## config.mk

```make
export PLATFORM = sky130hd
export DESIGN_NAME = tx_desc_ring
export DESIGN_NICKNAME = d
export VERILOG_FILES = /design/src/rtl/tx_desc_ring.sv
export SDC_FILE = /design/constraint.sdc
export NUM_CORES = 1
export LEC_CHECK = 0
export BUFFER_PORTS_ARGS = -buffer_cell sky130_fd_sc_hd__buf_4
export CAP_MARGIN = 20
export CORE_MARGIN = 4
export CORE_UTILIZATION = 49
export CTS_CLUSTER_DIAMETER = 50
export DETAILED_ROUTE_END_ITERATION = 12
export PLACE_DENSITY = 0.79
export SETUP_SLACK_MARGIN = 0.2
export SLEW_MARGIN = 20
export SYNTH_ARGS = -nofsm -noshare
export SYNTH_HDL_FRONTEND = slang
export SYNTH_SLANG_ARGS = --single-unit
export TNS_END_PERCENT = 5
```

## constraint.sdc

```tcl
create_clock -name clk -period 4.65 [get_ports clk]
set_input_delay 0.2325 -clock clk [delete_from_list [all_inputs] [get_ports clk]]
set_output_delay 0.2325 -clock clk [all_outputs]
set_load 0.1 [all_outputs]
```

## src/rtl/tx_desc_ring.sv

```systemverilog
module tx_desc_ring #(
  parameter int ADDR_W     = 24,
  parameter int LEN_CODE_W = 3,
  parameter int MIN_LEN    = 12,
  parameter int MAX_LEN    = 1900
) (
  input  logic                  clk,
  input  logic                  rst_n,
  input  logic                  tx_en,
  input  logic                  tx_demand,
  input  logic [ADDR_W-1:0]     ring_base,
  input  logic [LEN_CODE_W-1:0] ring_len_code,
  output logic                  mem_req,
  output logic                  mem_we,
  output logic [ADDR_W-2:0]     mem_addr,
  output logic [15:0]           mem_wdata,
  input  logic [15:0]           mem_rdata,
  output logic                  out_valid,
  output logic [7:0]            out_data,
  output logic                  out_first,
  output logic                  out_last,
  input  logic                  out_ready,
  output logic                  tx_int,
  output logic                  tx_fault,
  output logic                  walk_busy
);

  localparam int WA    = ADDR_W - 1;
  localparam int IDX_W = (1 << LEN_CODE_W) - 1;

  typedef enum logic [2:0] {S_IDLE, S_FETCH, S_CHECK, S_RD, S_LAT, S_OUT, S_WB} state_t;

  state_t            state;
  logic              pend;
  logic [IDX_W-1:0]  idx, start_idx;
  logic [2:0]        k;
  logic [15:0]       dw [4];
  logic              frame_open, first_pend;
  logic [ADDR_W-1:0] baddr;
  logic [11:0]       remain;
  logic [15:0]       wbuf;

  logic              own, stp, enp, mark_ok, len_ok, start_walk;
  logic [12:0]       blen;
  logic [IDX_W:0]    ring_size, nxt;
  logic [IDX_W-1:0]  nidx;
  logic [2:0]        off;
  logic              unused_bits;

  assign own     = dw[1][15];
  assign stp     = dw[1][9];
  assign enp     = dw[1][8];
  assign mark_ok = dw[2][15:12] == 4'hF;
  assign blen    = 13'h1000 - {1'b0, dw[2][11:0]};
  assign len_ok  = blen >= 13'(MIN_LEN) && blen <= 13'(MAX_LEN);

  assign ring_size = (IDX_W+1)'(1) << ring_len_code;
  assign nxt       = {1'b0, idx} + 1'b1;
  assign nidx      = (nxt == ring_size) ? '0 : nxt[IDX_W-1:0];

  assign start_walk = state == S_IDLE && tx_en && (pend || tx_demand);

  assign off       = (state == S_WB) ? k + 3'd1 : k;
  assign mem_req   = (state == S_FETCH && k < 3'd4) || state == S_RD || state == S_WB;
  assign mem_we    = state == S_WB;
  assign mem_addr  = (state == S_RD) ? baddr[ADDR_W-1:1]
                   : ring_base[ADDR_W-1:1] + (WA'(idx) << 2) + WA'(off);
  assign mem_wdata = (k == 3'd0) ? (dw[1] & 16'h7FFF) : (k == 3'd1) ? dw[2] : dw[3];

  assign out_valid = state == S_OUT;
  assign out_data  = baddr[0] ? wbuf[15:8] : wbuf[7:0];
  assign out_first = first_pend;
  assign out_last  = enp && remain == 12'd1;
  assign walk_busy = state != S_IDLE;

  assign unused_bits = ^{ring_base[0], blen[12]};

  always_ff @(posedge clk) begin
    if (!rst_n) begin
      state      <= S_IDLE;
      pend       <= 1'b0;
      idx        <= '0;
      start_idx  <= '0;
      k          <= '0;
      for (int i = 0; i < 4; i++) dw[i] <= '0;
      frame_open <= 1'b0;
      first_pend <= 1'b0;
      baddr      <= '0;
      remain     <= '0;
      wbuf       <= '0;
      tx_int     <= 1'b0;
      tx_fault   <= 1'b0;
    end else begin
      tx_int   <= 1'b0;
      tx_fault <= 1'b0;
      pend     <= (pend || tx_demand) && !start_walk;
      case (state)
        S_IDLE: if (start_walk) begin
          start_idx <= idx;
          k         <= '0;
          state     <= S_FETCH;
        end
        S_FETCH: begin
          k <= k + 3'd1;
          if (k != 3'd0) dw[2'(k - 3'd1)] <= mem_rdata;
          if (k == 3'd4) state <= S_CHECK;
        end
        S_CHECK: begin
          if (!own || !mark_ok) begin
            state <= S_IDLE;
          end else if (!len_ok || (!stp && !frame_open)) begin
            tx_fault <= 1'b1;
            state    <= S_IDLE;
          end else begin
            baddr  <= ADDR_W'({dw[1][7:0], dw[0]});
            remain <= blen[11:0];
            if (stp) begin
              frame_open <= 1'b1;
              first_pend <= 1'b1;
            end
            state <= S_RD;
          end
        end
        S_RD:  state <= S_LAT;
        S_LAT: begin
          wbuf  <= mem_rdata;
          state <= S_OUT;
        end
        S_OUT: if (out_ready) begin
          first_pend <= 1'b0;
          baddr      <= baddr + 1'b1;
          remain     <= remain - 12'd1;
          if (remain == 12'd1) begin
            if (enp) begin
              frame_open <= 1'b0;
              tx_int     <= 1'b1;
            end
            k     <= '0;
            state <= S_WB;
          end else if (!baddr[0]) begin
            state <= S_OUT;
          end else begin
            state <= S_RD;
          end
        end
        S_WB: begin
          k <= k + 3'd1;
          if (k == 3'd2) begin
            idx <= nidx;
            k   <= '0;
            state <= (nidx == start_idx) ? S_IDLE : S_FETCH;
          end
        end
        default: state <= S_IDLE;
      endcase
    end
  end

  AST_IDLE_QUIET: assert property (@(posedge clk) disable iff (!rst_n)
    !walk_busy |-> !mem_req && !out_valid);
  AST_NO_MEM_IN_STREAM: assert property (@(posedge clk) disable iff (!rst_n)
    out_valid |-> !mem_req);
  AST_FAULT_NO_WB: assert property (@(posedge clk) disable iff (!rst_n)
    tx_fault |-> !mem_we && !out_valid);
  AST_LAST_CLOSES: assert property (@(posedge clk) disable iff (!rst_n)
    out_valid && out_ready && out_last |=> !out_valid);
  AST_IDX_IN_RING: assert property (@(posedge clk) disable iff (!rst_n)
    walk_busy |-> {1'b0, idx} < ring_size);
  AST_STALL_HOLD: assert property (@(posedge clk) disable iff (!rst_n)
    out_valid && !out_ready |=> out_valid && $stable(out_data) && $stable(out_first) && $stable(out_last));
  AST_INT_AFTER_LAST: assert property (@(posedge clk) disable iff (!rst_n)
    tx_int |-> $past(out_valid && out_ready && out_last));
  AST_INT_SINGLE: assert property (@(posedge clk) disable iff (!rst_n)
    tx_int |=> !tx_int);

endmodule

```

==> run metrics <==
CP arrival=4.11 ns; Synth Cell Area=0.00885 mm^2; FF+latch count, synth=141; Residual DRC=0; Congestion Overflow GR=0; Final GP Congestion=0.908; Starting Density=50.7%; yosys warns=0; vias in the first global route=7157; Synth area leader=edfxtp_1; distinct cell type count after synthesis=74; WL/cell=17.1 um; vias per inst=5.72; initial antenna violation count=0; I/O Buffers=101; EDFF count, synth=64; largest cells by area after synthesis=edfxtp_1 (22%), dfxtp_1 (17%), nand2_1 (5.4%), and2_1 (5.0%), nor2_1 (4.3%); antenna viol nets, final=0; Worst Tran Pin Value=1.02 ns; first-pass GRT wire length=37.0 mm; die area=0.0203 mm^2; Final WS setup=0.303 ns; io pins=103; Startpoint Class=flop; Power Density=331 mW/mm^2; Site Rows=48; slew margin rel.=32.1%; Final setup viols=0; Setup Skew=0.0103 ns; nets@finish=1190; post-layout min period=4.35 ns; placeable core area=0.0175 mm^2; Die X=142 um; clock slew at reported path FFs=0.06 ns; Synthesized Nets=1119; worst hold path class=primary input to flop; MaxCap Viol Count=0; FMAX=230 MHz; Synth top area share=21.7%; total track usage=22.8%; VDD IR max=302 uV; layout cells sized above 1=20.4%; largest net degree at the start of global routing=82; status=complete, no violations; CP Capture Type=output pin; final WL=23.1 mm; CTS H-tree lvls=4; ys async rst share=0%; Vias=7729; Syn Inst Count=1043; Mapped Avg Cell Area=8.49 um^2; TritonCTS Buffers=17; leakage power=4.23 nW; Seq/Total Area, Yosys=39.1%; DRT Pass-1 Iters=5; HPWL after detailed placement=15.9 mm; Area Overhead vs Synth=21.1%; Place WS=0.336 ns; CTS Root Cell=clkbuf_16; cell with the most instances after synthesis=nand2_1; kind of critical path=flop to output pin; Main synth FF type=dfxtp_1; period utilization=93.5%; # diodes=0; RSZ-0062 raised after global routing=yes; hold slack=0.107 ns; worst path required time=4.42 ns; clk sink count=141; Max clock buf depth=2; Skew-Pair Late Insertion Delay=0.43 ns; Synth top cells by count=nand2_1 (128), nor2_1 (101), dfxtp_1 (77), o21ai_0 (74), and2_1 (71); Final Hold Fails=0; Final Max Tran Viols=0; Die Span Y=142 um; CP max FO=3; DR iter-0 viols=747; CTS tree=done
## cell families after synthesis
| kind of cell | after synthesis | synth area share [%] |
|---|---|---|
| muxes | 35 | 4.15 |
| AOI/OAI and AO/OA | 271 | 20.0 |
| xor gates and xnor gates | 38 | 3.84 |
| buffers and inverters | 94 | 4.41 |
| DFF | 141 | 39.1 |
| adders and majority gates | 28 | 4.13 |
| and+or+nand+nor | 436 | 24.4 |
## final timing paths
check / startpoint / endpoint / slack (ns) / cells past startpoint
worst max register to register: dw[2][0] / baddr[15] / 0.65 / 11
worst min register to register: wbuf[4] / wbuf[4] / 0.46 / 2
worst min-delay path: mem_rdata[6] / wbuf[6] / 0.11 / 3
worst max-delay path: state[1] / mem_addr[20] / 0.30 / 17
## worst max-delay path: stages (launching register included)
cell	delay [ns]
dfxtp_2	0.34
nand2_2	0.05
or2_4	0.26
inv_2	0.06
nand2_2	0.06
xor2_2	0.16
fa_1	0.53
inv_2	0.06
ha_4	0.20
a21o_1	0.19
a21oi_2	0.16
o21bai_1	0.11
a2111o_1	0.49
a311oi_4	0.36
nor3_1	0.11
xnor2_1	0.17
a21oi_4	0.19
buf_12	0.19
## cells in the final DEF (no fill, tap or decap), types with 11 or more instances in the layout
cell type / instances
edfxtp_1: 64
nand3_1: 29
mux2_2: 14
nor2_1: 100
mux2i_1: 21
nand2_1: 123
buf_4: 108
xnor2_1: 18
a21oi_2: 12
a31oi_1: 11
a21boi_0: 21
inv_1: 23
clkbuf_16: 17
a21oi_1: 45
nor2b_1: 19
o21ai_0: 72
a21boi_1: 22
dfxtp_1: 74
xor2_1: 12
ha_1: 24
and2_1: 71
nor3_1: 19
## per-stage QoR
stage	util, %	power (mW)	area, um^2	cells	setup TNS, ns
floorplan	-	2.02	8980	1043	-4.66
global placement	56.4	2.21	9850	1315	0
detailed placement	56.4	2.22	9850	1315	0
CTS	60.9	3.55	10600	1349	0
global route	61.3	3.66	10700	1352	0
finish	61.3	3.55	10700	1352	0
## where the power goes
group          leakage, nW  total, mW  internal (mW)  switching, mW
combinational         2.67      0.877          0.239          0.638
clock                0.277       1.32          0.749          0.568
sequential            1.28       1.35           1.33         0.0264
## layer usage
layer | vias to the layer above | global-route usage [%] | wire (um)
met5 | - | 0 | 0
met1 | 3560 | 32.3 | 10600
met2 | 291 | 34.9 | 10300
met3 | 42 | 4.20 | 1550
li1 | 3836 | - | -
met4 | 0 | 8.25 | 621
## state kept, by name, summed over array words and instances (netlist names), 3 cells and up
register / count
k: 3
remain: 12
idx: 7
state: 3
start_idx: 7
dw: 64
baddr: 24
wbuf: 16
## layout make-up
class / instances / area (um^2)
Clock buffer: 19 / 433
Clock inverter: 13 / 133
Fill cell: 1454 / 6760
Inverter: 26 / 97.6
Multi-Input combinational cell: 808 / 5290
Sequential cell: 141 / 3470
Tap cell: 225 / 282
Timing Repair Buffer: 120 / 1010
## what timing repair did
action,4_1_cts,5_1_grt
hold buffers,1,0
resized for setup,44,15
cloned,0,0
buffers inserted,1,2
endpoints found under the setup margin,14,14
endpoints found under the hold margin,1,0
pin swaps,7,21
No activity file was read; power rests on OpenSTA's default activity.
